### config.mk
export PLATFORM = sky130hd
export DESIGN_NAME = pt_multivib
export DESIGN_NICKNAME = d
export VERILOG_FILES = /design/src/rtl/pt_pkg.sv /design/src/rtl/pt_sync_edge.sv /design/src/rtl/pt_oneshot.sv /design/src/rtl/pt_astable.sv /design/src/rtl/pt_multivib.sv
export SDC_FILE = /design/constraint.sdc
export NUM_CORES = 1
export LEC_CHECK = 0
export BUFFER_PORTS_ARGS = -buffer_cell sky130_fd_sc_hd__buf_2
export CAP_MARGIN = 15
export CORE_MARGIN = 2
export CORE_UTILIZATION = 51
export CTS_BUF_LIST = sky130_fd_sc_hd__clkbuf_2 sky130_fd_sc_hd__clkbuf_4 sky130_fd_sc_hd__clkbuf_8
export CTS_CLUSTER_DIAMETER = 30
export DETAILED_ROUTE_END_ITERATION = 7
export PLACE_DENSITY = 0.8
export SYNTH_ARGS = -nofsm -noshare
export SYNTH_HDL_FRONTEND = slang
export SYNTH_SLANG_ARGS = --single-unit
### constraint.sdc
create_clock -name clk -period 3 [get_ports clk]
set_clock_uncertainty 0.05 [all_clocks]
set_input_delay 0.15 -clock clk [delete_from_list [all_inputs] [get_ports clk]]
set_output_delay 0.15 -clock clk [all_outputs]
set_load 0.01 [all_outputs]
### src/rtl/pt_pkg.sv
package pt_pkg;
  localparam int unsigned IN_NUM  = 5;
  localparam int unsigned IX_TPOS = 0;
  localparam int unsigned IX_TNEG = 1;
  localparam int unsigned IX_RTRG = 2;
  localparam int unsigned IX_RUNH = 3;
  localparam int unsigned IX_RUNL = 4;

  // rising edge on the positive trigger, qualified by a low negative trigger
  function automatic logic pos_fire(input logic rise_p, input logic neg_lvl);
    return rise_p & ~neg_lvl;
  endfunction

  // falling edge on the negative trigger, qualified by a high positive trigger
  function automatic logic neg_fire(input logic fall_n, input logic pos_lvl);
    return fall_n & pos_lvl;
  endfunction

  function automatic logic run_enable(input logic hi, input logic lo_n);
    return hi | ~lo_n;
  endfunction

  // tap is high while the remaining count lies in the upper half of the span
  function automatic logic tap_high(input logic [31:0] cnt, input logic [31:0] span);
    return cnt > (span >> 1);
  endfunction
endpackage

### src/rtl/pt_sync_edge.sv
module pt_sync_edge #(
  parameter int unsigned W      = 5,
  parameter int unsigned STAGES = 2,
  parameter logic [W-1:0] INIT  = '0
) (
  input  logic         clk,
  input  logic         rst_n,
  input  logic [W-1:0] din,
  output logic [W-1:0] lvl,
  output logic [W-1:0] rise,
  output logic [W-1:0] fall
);
  logic [W-1:0] stg [STAGES];
  logic [W-1:0] prev;

  always_ff @(posedge clk or negedge rst_n) begin
    if (!rst_n) begin
      for (int s = 0; s < int'(STAGES); s++) stg[s] <= INIT;
      prev <= INIT;
    end else begin
      stg[0] <= din;
      for (int s = 1; s < int'(STAGES); s++) stg[s] <= stg[s-1];
      prev <= stg[STAGES-1];
    end
  end

  assign lvl  = stg[STAGES-1];
  assign rise = lvl & ~prev;
  assign fall = ~lvl & prev;
endmodule

### src/rtl/pt_oneshot.sv
module pt_oneshot #(
  parameter int unsigned CNT_W = 16
) (
  input  logic             clk,
  input  logic             rst_n,
  input  logic             mreset,
  input  logic             fire,
  input  logic             restart,
  input  logic [CNT_W-1:0] load,
  output logic             active,
  output logic             expire
);
  logic [CNT_W-1:0] cnt;
  logic             at_zero;

  assign at_zero = (cnt == '0);
  assign expire  = active & at_zero & ~restart;

  always_ff @(posedge clk or negedge rst_n) begin
    if (!rst_n) begin
      active <= 1'b0;
      cnt    <= '0;
    end else if (mreset) begin
      active <= 1'b0;
      cnt    <= '0;
    end else if (!active) begin
      if (fire) begin
        active <= 1'b1;
        cnt    <= load;
      end
    end else if (restart) begin
      cnt <= load;
    end else if (at_zero) begin
      active <= 1'b0;
    end else begin
      cnt <= cnt - 1'b1;
    end
  end

  assert_mr_clears_R8: assert property (@(posedge clk) disable iff (!rst_n)
    mreset |=> !active);
  assert_fire_loads_R2: assert property (@(posedge clk) disable iff (!rst_n)
    (!active && fire && !mreset) |=> (active && cnt == $past(load)));
  assert_retrig_reload_R7: assert property (@(posedge clk) disable iff (!rst_n)
    (active && restart && !mreset) |=> (active && cnt == $past(load)));
  assert_countdown_R5: assert property (@(posedge clk) disable iff (!rst_n)
    (active && !restart && !at_zero && !mreset) |=> (active && cnt == $past(cnt) - 1'b1));
  assert_edge_ignored_R6: assert property (@(posedge clk) disable iff (!rst_n)
    (active && fire && !restart && !at_zero && !mreset) |=> active);
  assert_pulse_ends_R13: assert property (@(posedge clk) disable iff (!rst_n)
    (expire && !mreset) |=> !active);
endmodule

### src/rtl/pt_astable.sv
module pt_astable #(
  parameter int unsigned CNT_W = 16
) (
  input  logic             clk,
  input  logic             rst_n,
  input  logic             mreset,
  input  logic             enable,
  input  logic [CNT_W-1:0] half,
  output logic             running,
  output logic             wave,
  output logic             tap
);
  logic [CNT_W-1:0] cnt;
  logic [CNT_W-1:0] span;
  logic             turn;

  assign turn = running & (cnt == '0);
  assign tap  = running & pt_pkg::tap_high(32'(cnt), 32'(span));

  always_ff @(posedge clk or negedge rst_n) begin
    if (!rst_n) begin
      running <= 1'b0;
      wave    <= 1'b0;
      cnt     <= '0;
      span    <= '0;
    end else if (mreset || !enable) begin
      running <= 1'b0;
      wave    <= 1'b0;
      cnt     <= '0;
      span    <= '0;
    end else if (!running) begin
      running <= 1'b1;
      wave    <= 1'b1;
      cnt     <= half;
      span    <= half;
    end else if (turn) begin
      wave <= ~wave;
      cnt  <= half;
      span <= half;
    end else begin
      cnt <= cnt - 1'b1;
    end
  end

  assert_half_turn_R9: assert property (@(posedge clk) disable iff (!rst_n)
    (turn && enable && !mreset) |=> (wave != $past(wave)));
  assert_half_hold_R9: assert property (@(posedge clk) disable iff (!rst_n)
    (running && !turn && enable && !mreset) |=> $stable(wave));
  assert_start_high_R9: assert property (@(posedge clk) disable iff (!rst_n)
    (!running && enable && !mreset) |=> (running && wave));
  assert_gated_off_R10: assert property (@(posedge clk) disable iff (!rst_n)
    (!enable || mreset) |=> (!running && !tap));
endmodule

### src/rtl/pt_multivib.sv
module pt_multivib #(
  parameter int unsigned CNT_W       = 16,
  parameter int unsigned SYNC_STAGES = 2
) (
  input  logic             clk,
  input  logic             rst_n,
  input  logic             mreset,
  input  logic             trig_pos,
  input  logic             trig_neg,
  input  logic             retrig,
  input  logic             run_hi,
  input  logic             run_lo_n,
  input  logic [CNT_W-1:0] half_cnt,
  output logic             q,
  output logic             q_n,
  output logic             osc_tap
);
  import pt_pkg::*;

  localparam int unsigned NIN = IN_NUM;
  localparam logic [NIN-1:0] IDLE_LVL = NIN'(1) << IX_RUNL;

  logic [NIN-1:0] raw_in, in_lvl, in_rise, in_fall;
  logic ev_fire, ev_restart, run_en;
  logic os_active, os_expire;
  logic ast_running, ast_wave, ast_tap;
  logic mode_out;

  always_comb begin
    raw_in          = '0;
    raw_in[IX_TPOS] = trig_pos;
    raw_in[IX_TNEG] = trig_neg;
    raw_in[IX_RTRG] = retrig;
    raw_in[IX_RUNH] = run_hi;
    raw_in[IX_RUNL] = run_lo_n;
  end

  pt_sync_edge #(.W(NIN), .STAGES(SYNC_STAGES), .INIT(IDLE_LVL)) u_sync (
    .clk(clk), .rst_n(rst_n), .din(raw_in),
    .lvl(in_lvl), .rise(in_rise), .fall(in_fall)
  );

  assign ev_fire    = pos_fire(in_rise[IX_TPOS], in_lvl[IX_TNEG])
                    | neg_fire(in_fall[IX_TNEG], in_lvl[IX_TPOS]);
  assign ev_restart = in_rise[IX_TPOS] & in_lvl[IX_RTRG];
  assign run_en     = run_enable(in_lvl[IX_RUNH], in_lvl[IX_RUNL]);

  pt_oneshot #(.CNT_W(CNT_W)) u_oneshot (
    .clk(clk), .rst_n(rst_n), .mreset(mreset),
    .fire(ev_fire), .restart(ev_restart), .load(half_cnt),
    .active(os_active), .expire(os_expire)
  );

  pt_astable #(.CNT_W(CNT_W)) u_astable (
    .clk(clk), .rst_n(rst_n), .mreset(mreset), .enable(run_en),
    .half(half_cnt), .running(ast_running), .wave(ast_wave), .tap(ast_tap)
  );

  assign mode_out = ast_running ? ast_wave : os_active;
  assign q        = ~mreset & mode_out;
  assign q_n      = ~q;
  assign osc_tap  = ~mreset & ast_tap;

  assert_fire_drives_q_R2: assert property (@(posedge clk) disable iff (!rst_n)
    (ev_fire && !os_active && !mreset && !ast_running && !run_en) |=> (q || mreset));
  assert_expire_drops_q_R13: assert property (@(posedge clk) disable iff (!rst_n)
    (os_expire && !ast_running && !run_en) |=> !q);
endmodule

==> results of run 1 <==
[critical path: stages (launching register included)]
cell and delay [ns]:
dfrtp_1 0.47, ha_1 0.33, nand2_1 0.05, o21ai_0 0.18, a221oi_1 0.12, or3_1 0.33, a221oi_1 0.35, buf_2 0.20
[synth_stat cells (3+ instances only)]
cell type | number | area share [%]
o21ai_1 | 7 | 0.99
a21oi_2 | 7 | 1.7
nand2b_1 | 7 | 1.2
or3_1 | 4 | 0.71
ha_1 | 19 | 6.7
o21ai_0 | 7 | 0.99
nor4_1 | 4 | 0.71
a21o_1 | 13 | 2.8
a31oi_1 | 4 | 0.71
nand2_1 | 64 | 6.8
a221oi_1 | 3 | 0.74
nor3_1 | 15 | 2.1
or4_1 | 4 | 0.85
nor2_1 | 20 | 2.1
nand3_1 | 12 | 1.7
a21oi_1 | 46 | 6.5
nand4_1 | 4 | 0.71
a211oi_1 | 3 | 0.64
xnor2_1 | 10 | 2.5
inv_1 | 29 | 3.1
mux2i_1 | 4 | 1.1
dfrtp_1 | 60 | 42
clkbuf_1 | 14 | 1.5
[cells in the final DEF, fill, tap and decap left out, types with 2 or more instances in the layout]
master	instances
a211oi_1	3
a21o_1	13
a21oi_1	46
a21oi_2	7
a221oi_1	3
a31oi_1	4
and2_1	2
buf_2	26
buf_4	8
bufinv_16	2
clkbuf_8	9
clkinvlp_4	2
dfrtp_1	60
dfstp_2	2
dlygate4sd3_1	6
ha_1	19
inv_1	29
mux2i_1	4
nand2_1	64
nand2b_1	7
nand3_1	12
nand3b_1	2
nand4_1	4
nor2_1	20
nor3_1	15
nor4_1	4
o21ai_0	7
o21ai_1	7
o31a_1	2
or3_1	4
or4_1	4
xnor2_1	10
xor2_1	2
[area by class of cell]
| class | instances | area share, % |
|---|---|---|
| inverter | 29 | 2.701 |
| timing repair buffer | 40 | 6.209 |
| clock inverter | 7 | 2.422 |
| multi-input combinational | 290 | 44.55 |
| tap | 80 | 2.484 |
| sequential | 62 | 38.56 |
| clock buffer | 9 | 3.074 |
[logic make-up (layout without fill, tap and decap cells)]
logic type,count (synthesis),in the layout
buffers and inverters,47,85
multiplexers,4,4
AND/OR/NAND/NOR,150,150
adder cells (fa/ha/maj),19,19
flip-flops,62,62
XOR/XNOR,12,12
AO/OA/AOI/OAI,105,105
[how the worst max path moves through the flow]
stage	startpoint	to	slack (ns)	depth (start not counted)
floorplan	u_oneshot.cnt[4]$_DFFE_PN0P_	u_oneshot.cnt[3]$_DFFE_PN0P_	0.80	7
global placement	u_astable.cnt[8]$_DFF_PN0_	u_astable.cnt[7]$_DFF_PN0_	0.62	5
detailed placement	u_astable.cnt[8]$_DFF_PN0_	u_astable.cnt[6]$_DFF_PN0_	0.56	5
CTS	u_astable.cnt[6]$_DFF_PN0_	osc_tap	0.41	7
global route	u_astable.cnt[6]$_DFF_PN0_	osc_tap	0.25	7
finish	u_astable.cnt[6]$_DFF_PN0_	osc_tap	0.44	7
[power groups by stage]
| stage | registers (W) | clock network (W) | logic (W) |
|---|---|---|---|
| 2_1_floorplan | 0.000952 | 0 | 0.000386 |
| 3_3_place_gp | 0.000968 | 0 | 0.000502 |
| 3_5_place_dp | 0.000972 | 0 | 0.000511 |
| 4_1_cts | 0.000956 | 0.000839 | 0.000521 |
| 5_1_grt | 0.000965 | 0.000886 | 0.000588 |
| 6_report | 0.000957 | 0.000824 | 0.000521 |
[per-stage QoR]
| step | util [%] | setup WS (ns) |
|---|---|---|
| floorplan | - | 0.7986 |
| global placement | 55.48 | 0.6163 |
| detailed placement | 55.48 | 0.5569 |
| CTS | 59.65 | 0.4063 |
| global route | 59.65 | 0.2521 |
| finish | 59.65 | 0.4364 |
[flip-flops by register name, summed over array words and instances, names as in the netlist]
| signal | flops |
|---|---|
| u_oneshot.active | 1 |
| u_astable.running | 1 |
| u_sync.prev | 2 |
| u_astable.cnt | 16 |
| u_sync.lvl | 5 |
| u_astable.wave | 1 |
| u_astable.span | 15 |
| u_sync.stg | 5 |
| u_oneshot.cnt | 16 |
[per-layer routing]
| layer | vias to the layer above | part of all wire, % | wire [um] | track usage [%] |
|---|---|---|---|---|
| li1 | 1462 | - | - | - |
| met4 | 0 | 1.4 | 110 | 6.993 |
| met1 | 1449 | 44 | 3437 | 29.32 |
| met5 | - | 0 | 0 | 0 |
| met3 | 10 | 6.5 | 507 | 6.256 |
| met2 | 98 | 48 | 3770 | 36.23 |
[what timing repair did]
action / in CTS / in global routing
hold buffers: 6 / 0
endpoints found under the hold margin: 35 / 0
endpoints found under the setup margin: 0 / 0
==> flow_metrics.tcl, run 1 <==
set metrics [dict create \
    worstMarginPinSlew_ns 0.7379 \
    grt_max_degree 34 \
    synth_simple_gate_area_share_pct 20.41 \
    seqPwrFrac_pct 41.6 \
    end_kind "primary output" \
    fin_nets 475 \
    viasPerCell 5.839 \
    initial_core_util_pct 52.44 \
    ys_warn_count 0 \
    grt_pass1_wl_um 13220 \
    internal_power_w 0.001575 \
    antenna_left 0 \
    post_cts_buffers 0 \
    wl_um 7825 \
    cts_htree_levels 3 \
    combPwrFrac_pct 22.6 \
    avgSynthCellArea_um2 8.881 \
    die_x_um 87.36 \
    cp_data_required_time_ns 2.80 \
    whs_path_depth 3 \
    synth_compound_area_share_pct 19.46 \
    ys_types 55 \
    final_cells 517 \
    power_w 0.002302 \
    synth_area_mm2 0.003543 \
    drc_errors 0 \
    setup-violations-final 0 \
    grt_util_all_layers_pct 22.45 \
    post_synth_mux_area_share_pct 1.130 \
    clkPwrFrac_pct 35.8 \
    r2r-start "u_astable.cnt[8]$_DFF_PN0_" \
    post_drt_wl_per_cell_um 15.14 \
    synth_xor_area_share_pct 2.966 \
    powerDensity_mw_per_mm2 571.3 \
    r2r_setup_slack_ns 0.54 \
    period_needed_ns 2.564 \
    die_h_um 87.36 \
    path_class "flop to primary output" \
    syn-instance-count 399 \
    rr_worst_depth 5 \
    cts.clk_slew.worst_paths_ns 0.07 \
    power.switching_w 0.0007271 \
    overflow 0 \
    drt-initial-drc-count 235 \
    hpwl_um 5554 \
    coreArea_mm2 0.006756 \
    fin_crit_sh_pct 85.45 \
    die-area_mm2 0.007631 \
    ys_seq_elements 62 \
    clk_latency_ns 0.35 \
    crit_arrival_ns 2.36 \
    hold_path_startpoint "half_cnt[14]" \
    post-place-cells 495 \
    drive_gt1_share_pct 15.79 \
    start_kind "flop" \
    cts.sinks 62 \
    synth_fa_ha_area_share_pct 6.709 \
    cts_resized 0 \
    place.gp.congestion 0.8967 \
    fin_area_mm2 0.004030 \
    synth_top_family_by_area "simple AND/OR/NAND/NOR gates" \
    portBuffers 26 \
    vias 3019 \
    r2r-end "u_astable.cnt[6]$_DFF_PN0_" \
    cts_made_buffers 9 \
    sw_frac_of_total_pct 31.58 \
    path_max_fanout 5 \
    antenna_found_initial 0 \
    synth_edf_count 0 \
    peakVddDrop_v 0.0003308 \
    setup_tns_ns 0 \
    rows 30 \
    hold_viol_final 0 \
    root_buffer "clkbuf_8" \
    whs_endpoint "u_astable.span[14]$_DFFE_PN0P_" \
    hold_slack_ns 0.02476 \
    fmax_mhz 390.1 \
    max_cap_violations 0 \
    first_pass_iters 5 \
    synthFlopType "dfrtp_1" \
    diodes 0 \
    io_pins 27 \
    status "finished, final reports clean" \
    place_area_mm2 0.003749 \
    relSlewSlack_pct 50.35 \
    cts_tree "done" \
    power.leakage_nw 1.825 \
    seq_area_mm2 0.001554 \
    finalMaxSlewViolations 0 \
    nFillCells 569 \
    rsz0062_at_grt "no" \
    grt_pass1_vias 2797 \
    synthesis.nets 442 \
    synthArstFlopShare_pct 100.0 \
    multiInputGateArea_mm2 0.001795 \
    area_growth_pct 13.74 \
    clock_path_buffers 2 \
    hold_path.class "input port to flop" \
    yosysSeqAreaShare_pct 43.86 \
]
Note: power is estimated with default switching activity, not from simulation.
==> run 2: changes to the inputs <==
--- a/config.mk
+++ b/config.mk
@@ -13,4 +13,6 @@
 export CTS_CLUSTER_DIAMETER = 30
 export DETAILED_ROUTE_END_ITERATION = 7
+export GPL_TIMING_DRIVEN = 0
+export HOLD_SLACK_MARGIN = 0.05
 export PLACE_DENSITY = 0.8
 export SYNTH_ARGS = -nofsm -noshare
==> constraint.sdc (replaced) <==
create_clock -name clk -period 3 [get_ports clk]
set_clock_uncertainty 0.05 [all_clocks]
set_input_delay 0.15 -clock clk [delete_from_list [all_inputs] [get_ports clk]]
set_output_delay 0.15 -clock clk [all_outputs]
set_load 0.1 [all_outputs]
==> flow_metrics.tcl, run 2 (synthesis results as in run 1) <==
set metrics [dict create \
    path_class "flop to primary output" \
    place.gp.congestion 0.9574 \
    hold_viol_final 0 \
    status "finished, final reports clean" \
    clk_latency_ns 0.35 \
    finalMaxSlewViolations 0 \
    grt_max_degree 38 \
    cts_made_buffers 9 \
    area_growth_pct 17.80 \
    setup-violations-final 0 \
    path_max_fanout 6 \
    diodes 0 \
    fin_nets 497 \
    relSlewSlack_pct 41.21 \
    internal_power_w 0.001550 \
    first_pass_iters 5 \
    fin_area_mm2 0.004174 \
    clock_path_buffers 2 \
    slowest_delay_ns 0.48 \
    reg_top3 "u_astable.cnt (16), u_oneshot.cnt (16), u_astable.span (15)" \
    grt_pass1_wl_um 14860 \
    fin_crit_sh_pct 94.15 \
    cp_data_required_time_ns 2.80 \
    post_drt_wl_per_cell_um 16.65 \
    worstMarginPinSlew_ns 0.8738 \
    die_x_um 87.36 \
    r2r_setup_slack_ns 0.20 \
    antenna_left 0 \
    nFillCells 577 \
    period_needed_ns 2.824 \
    cts.sinks 62 \
    combPwrFrac_pct 25.1 \
    crit_arrival_ns 2.62 \
    drive_gt1_share_pct 14.60 \
    die_h_um 87.36 \
    hold_slack_ns 0.06869 \
    hold_path.class "input port to flop" \
    root_buffer "clkbuf_8" \
    place_area_mm2 0.003800 \
    drt-initial-drc-count 287 \
    cts.clk_slew.worst_paths_ns 0.07 \
    wl_um 8976 \
    grt_util_all_layers_pct 25.27 \
    cts_tree "done" \
    viasPerCell 5.933 \
    power.switching_w 0.0007494 \
    cp_slowest_cell "buf_2" \
    hpwl_um 6220 \
    power.leakage_nw 1.885 \
    seqPwrFrac_pct 41.5 \
    layout_commonest_cell "nand2_1" \
    coreArea_mm2 0.006756 \
    fmax_mhz 354.1 \
    setup_tns_ns 0 \
    io_pins 27 \
    rr_worst_depth 6 \
    cts_htree_levels 3 \
    rows 30 \
    post_cts_buffers 0 \
    rsz0062_at_grt "no" \
    layout_common_cells "nand2_1 (64), dfrtp_1 (60), a21oi_1 (46), inv_1 (29), buf_2 (28)" \
    start_kind "flop" \
    overflow 0 \
    ctsHoldBuffers 17 \
    initial_core_util_pct 52.44 \
    grt_pass1_vias 3109 \
    whs_path_depth 3 \
    peakVddDrop_v 0.0003593 \
    max_cap_violations 0 \
    cts_resized 0 \
    die-area_mm2 0.007631 \
    clkPwrFrac_pct 33.4 \
    drc_errors 0 \
    antenna_found_initial 0 \
    portBuffers 26 \
    sw_frac_of_total_pct 32.59 \
    vias 3198 \
    end_kind "primary output" \
    powerDensity_mw_per_mm2 550.9 \
    path_cells "ha_1, and4_1, nand2_1, nor3_1, a2111oi_0, a221oi_2, buf_2" \
]
## run 2: power groups by stage
stage / Clock [W] / Sequential, W / Combinational, W
global route: 0.000807 / 0.000962 / 0.000641
CTS: 0.000773 / 0.000952 / 0.000572
floorplan: 0 / 0.000952 / 0.000408
finish: 0.000767 / 0.000954 / 0.000578
detailed placement: 0 / 0.000967 / 0.000548
global placement: 0 / 0.000963 / 0.000529
## run 2: path summary, 6_finish.rpt
kind,from,end
setup / recovery,u_astable.cnt[5]$_DFF_PN0_,osc_tap
hold / removal,half_cnt[2],u_astable.cnt[2]$_DFF_PN0_
setup reg to reg,u_astable.cnt[8]$_DFF_PN0_,u_astable.span[9]$_DFFE_PN0P_
hold reg to reg,u_sync.stg[6]$_DFF_PN0_,u_sync.lvl[1]$_DFF_PN0_
max in group asynchronous,rst_n,u_sync.lvl[4]$_DFF_PN1_
min in group asynchronous,rst_n,u_astable.cnt[4]$_DFF_PN0_
## run 2: stage by stage
stage | setup WS [ns] | util (%) | total power (W) | cells
3_3_place_gp | 0.3835 | 55.94 | 0.001493 | 505
5_1_grt | 0.001499 | 61.78 | 0.002409 | 539
3_5_place_dp | 0.3043 | 56.24 | 0.001515 | 506
4_1_cts | 0.2005 | 61.78 | 0.002297 | 539
2_1_floorplan | 0.06520 | - | 0.001360 | 399
6_report | 0.1756 | 61.78 | 0.002299 | 539
## run 2: area by class of cell
type                            instances  area (um^2)  share of cell area, %
Sequential cell                        62         1554                  37.23
Clock inverter                          4        45.04                  1.079
Inverter                               29        108.9                  2.608
Buffer                                 18        85.08                  2.038
Multi-Input combinational cell        290         1802                  43.17
Timing Repair Buffer                   44        320.3                  7.674
Clock buffer                           12        158.9                  3.807
Tap cell                               80        100.1                  2.398
## run 2: metal layers
metal | up-vias | routed length [um] | GRT usage (%)
met1 | 1562 | 3784 | 32.42
li1 | 1505 | - | -
met3 | 13 | 526 | 5.877
met2 | 118 | 4546 | 42.22
met5 | - | 0 | 0
met4 | 0 | 119 | 8.112
## run 2: critical path: cells and delay by family, from the launching register on
family / cells / cell delay [ns]
compound gates: 2 / 0.50
fa+ha+maj: 1 / 0.33
buf+inv: 1 / 0.48
flops: 1 / 0.46
simple gates: 3 / 0.51
==> run 3: changes to the inputs <==
Settings changed: ABC_AREA set to 1.
Clock period 3 ns to 3.6 ns, I/O delays scaled along.
==> flow_metrics.tcl, run 3 <==
set metrics [dict create \
    antenna_found_initial 0 \
    cts_resized 0 \
    diodes 0 \
    setup-violations-final 0 \
    yosysSeqAreaShare_pct 40.56 \
    end_kind "primary output" \
    clk_latency_ns 0.35 \
    grt_use_met3_pct 4.090 \
    drc_errors 0 \
    post_cts_buffers 0 \
    initial_core_util_pct 52.82 \
    cts_made_buffers 9 \
    coreArea_mm2 0.007253 \
    max_cap_violations 0 \
    viasPerCell 5.003 \
    clock_path_buffers 2 \
    worstMarginPinSlew_ns 0.7730 \
    syn-instance-count 505 \
    die_x_um 90.67 \
    io_pins 27 \
    rsz0062_at_grt "no" \
    crit_family "buffers and inverters" \
    portBuffers 26 \
    place_area_mm2 0.004105 \
    peakVddDrop_v 0.0002539 \
    powerDensity_mw_per_mm2 455.0 \
    path_max_fanout 4 \
    grt_pass1_wl_um 15050 \
    status "finished, final reports clean" \
    finish.utilization_pct 60.24 \
    gr-usage-met1_pct 27.22 \
    finalMaxSlewViolations 0 \
    synthFlopType "dfrtp_1" \
    synthTopCellsByArea "dfrtp_1 (39%), nand2_1 (15%), inv_1 (6.8%)" \
    yosysMostFrequentCell "nand2_1" \
    reg_top3 "u_astable.cnt (16), u_oneshot.cnt (16), u_astable.span (15)" \
    start_kind "flop" \
    synth_area_mm2 0.003831 \
    grt_pass1_vias 3266 \
    ys_types 32 \
    period_needed_ns 2.294 \
    critPathBufInv 3 \
    power.leakage_nw 2.387 \
    final_cells 653 \
    rows 31 \
    multiInputGateArea_mm2 0.001933 \
    die-area_mm2 0.008221 \
    gr-max-usage-layer "met2" \
    worstSetupStartpoint "u_astable.cnt[12]$_DFF_PN0_" \
    cts.clk_slew.worst_paths_ns 0.07 \
    synthArstFlopShare_pct 100.0 \
    setup_tns_ns 0 \
    r2r-start "u_astable.cnt[0]$_DFF_PN0_" \
    avgSynthCellArea_um2 7.586 \
    relSlewSlack_pct 48.47 \
    use_met2_pct 41.04 \
    seq_area_mm2 0.001554 \
    hpwl_um 6694 \
    hold_path_startpoint "half_cnt[6]" \
    fmax_mhz 436.0 \
    drive_gt1_share_pct 17.69 \
    layout_commonest_cell "nand2_1" \
    hold_path.class "input port to flop" \
    antenna_left 0 \
    overflow 0 \
    die_h_um 90.67 \
    cts_htree_levels 3 \
    first_pass_iters 4 \
    post_drt_wl_per_cell_um 13.29 \
    wl_um 8681 \
    fin_area_mm2 0.004369 \
    fin_crit_sh_pct 63.71 \
    ys_seq_elements 62 \
    root_buffer "clkbuf_8" \
    path_cells "ha_1, nand4_1, inv_1, nand4_1, inv_1, nand2_1, a21oi_1, buf_2" \
    path_class "flop to primary output" \
    grt_util_all_layers_pct 23.05 \
    synth_edf_count 0 \
    vias 3267 \
    cts.sinks 62 \
    nFillCells 658 \
    area_growth_pct 14.04 \
    synthTopCellsByCount "nand2_1 (148), inv_1 (69), nor2_1 (65), dfrtp_1 (60), nand3_1 (27)" \
    hold_viol_final 0 \
    synth_top_area_share_pct 39.19 \
    cts_tree "done" \
    place.gp.congestion 0.8658 \
    drt-initial-drc-count 204 \
    grt_max_degree 34 \
    slowest_delay_ns 0.45 \
    ys_warn_count 0 \
    layout_common_cells "nand2_1 (148), inv_1 (69), nor2_1 (65), dfrtp_1 (60), buf_2 (30)" \
    fin_nets 592 \
    post-place-cells 631 \
    crit_arrival_ns 2.06 \
    cp_slowest_cell "dfrtp_1" \
    synthesis.nets 548 \
    yosysTopAreaCell "dfrtp_1" \
    cp_data_required_time_ns 3.37 \
]
run 3: cell types whose count changed after synthesis, moves of 6 or more:
cell      previous run  this run
clkbuf_1            14         0
nor2_1              20        65
nand2b_1             7         0
nand4_1              4        10
xor2_1               2        12
nor2_2               0         8
nand2_1             64       148
inv_1               29        69
a21oi_1             46         8
nand3_1             12        27
xnor2_1             10         2
o21ai_0              7        15
a21o_1              13         0
nor3_1              15         0
run 3: cells by family (layout without fill, tap and decap cells):
group | after synthesis | count (layout) | synth area share, %
XOR/XNOR | 14 | 14 | 3.201
AO/OA/AOI/OAI | 53 | 53 | 8.916
buffers and inverters | 80 | 129 | 8.981
AND/OR/NAND/NOR | 277 | 277 | 32.14
adder cells (fa/ha/maj) | 19 | 19 | 6.205
flip-flops | 62 | 62 | 40.56
run 3: metal layers:
metal / vias up / part of all wire, %
met4: 0 / 2.0
met5: - / 0
met3: 15 / 3.8
met2: 66 / 52
met1: 1515 / 43
li1: 1671 / -
run 3: power by group:
| part | switching (W) | internal, W | total (W) |
|---|---|---|---|
| registers | 0.0000542 | 0.000754 | 0.000808 |
| clock network | 0.000312 | 0.000329 | 0.000641 |
| logic | 0.000345 | 0.000194 | 0.000539 |
| total | 0.000711 | 0.00128 | 0.00199 |
run 3: path summary, 6_finish.rpt:
kind / end / slack (ns) / cells after the start
max: osc_tap / 1.31 / 8
min: u_astable.span[6]$_DFFE_PN0P_ / 0.08 / 3
max reg2reg: u_astable.cnt[0]$_DFF_PN0_ / 1.84 / 9
min reg2reg: u_sync.lvl[0]$_DFF_PN0_ / 0.30 / 0
max in group asynchronous: u_sync.stg[9]$_DFF_PN1_ / 2.41 / 3
min in group asynchronous: u_astable.cnt[4]$_DFF_PN0_ / 0.40 / 2
run 3: repair_timing:
item | 4_1_cts | 5_1_grt
endpoints found under the setup margin | 0 | 0
hold buffers | 6 | 0
endpoints found under the hold margin | 37 | 0
run 3: area by class of cell:
| cell class | instances | area share [%] |
|---|---|---|
| well taps | 99 | 2.835 |
| clock inverters | 7 | 1.833 |
| inverters | 72 | 6.300 |
| clock buffers | 9 | 2.835 |
| plain buffers | 8 | 1.575 |
| flip-flops and latches | 62 | 35.57 |
| repair buffers | 33 | 4.811 |
| multi-input cells | 363 | 44.24 |
run 3: tightest hold or removal path, stage by stage:
cell,delay [ns]
buf_2,0.11
nand2_1,0.09
a21oi_2,0.06
run 3: stage by stage:
step / setup WS, ns / power [W] / hold slack (ns)
floorplan: 0.3092 / 0.001212 / -0.1656
global placement: 1.679 / 0.001326 / 0.2374
detailed placement: 1.686 / 0.001350 / 0.2393
CTS: 1.291 / 0.002001 / 0.07481
global route: 1.115 / 0.002125 / 0.07678
finish: 1.306 / 0.001988 / 0.08414
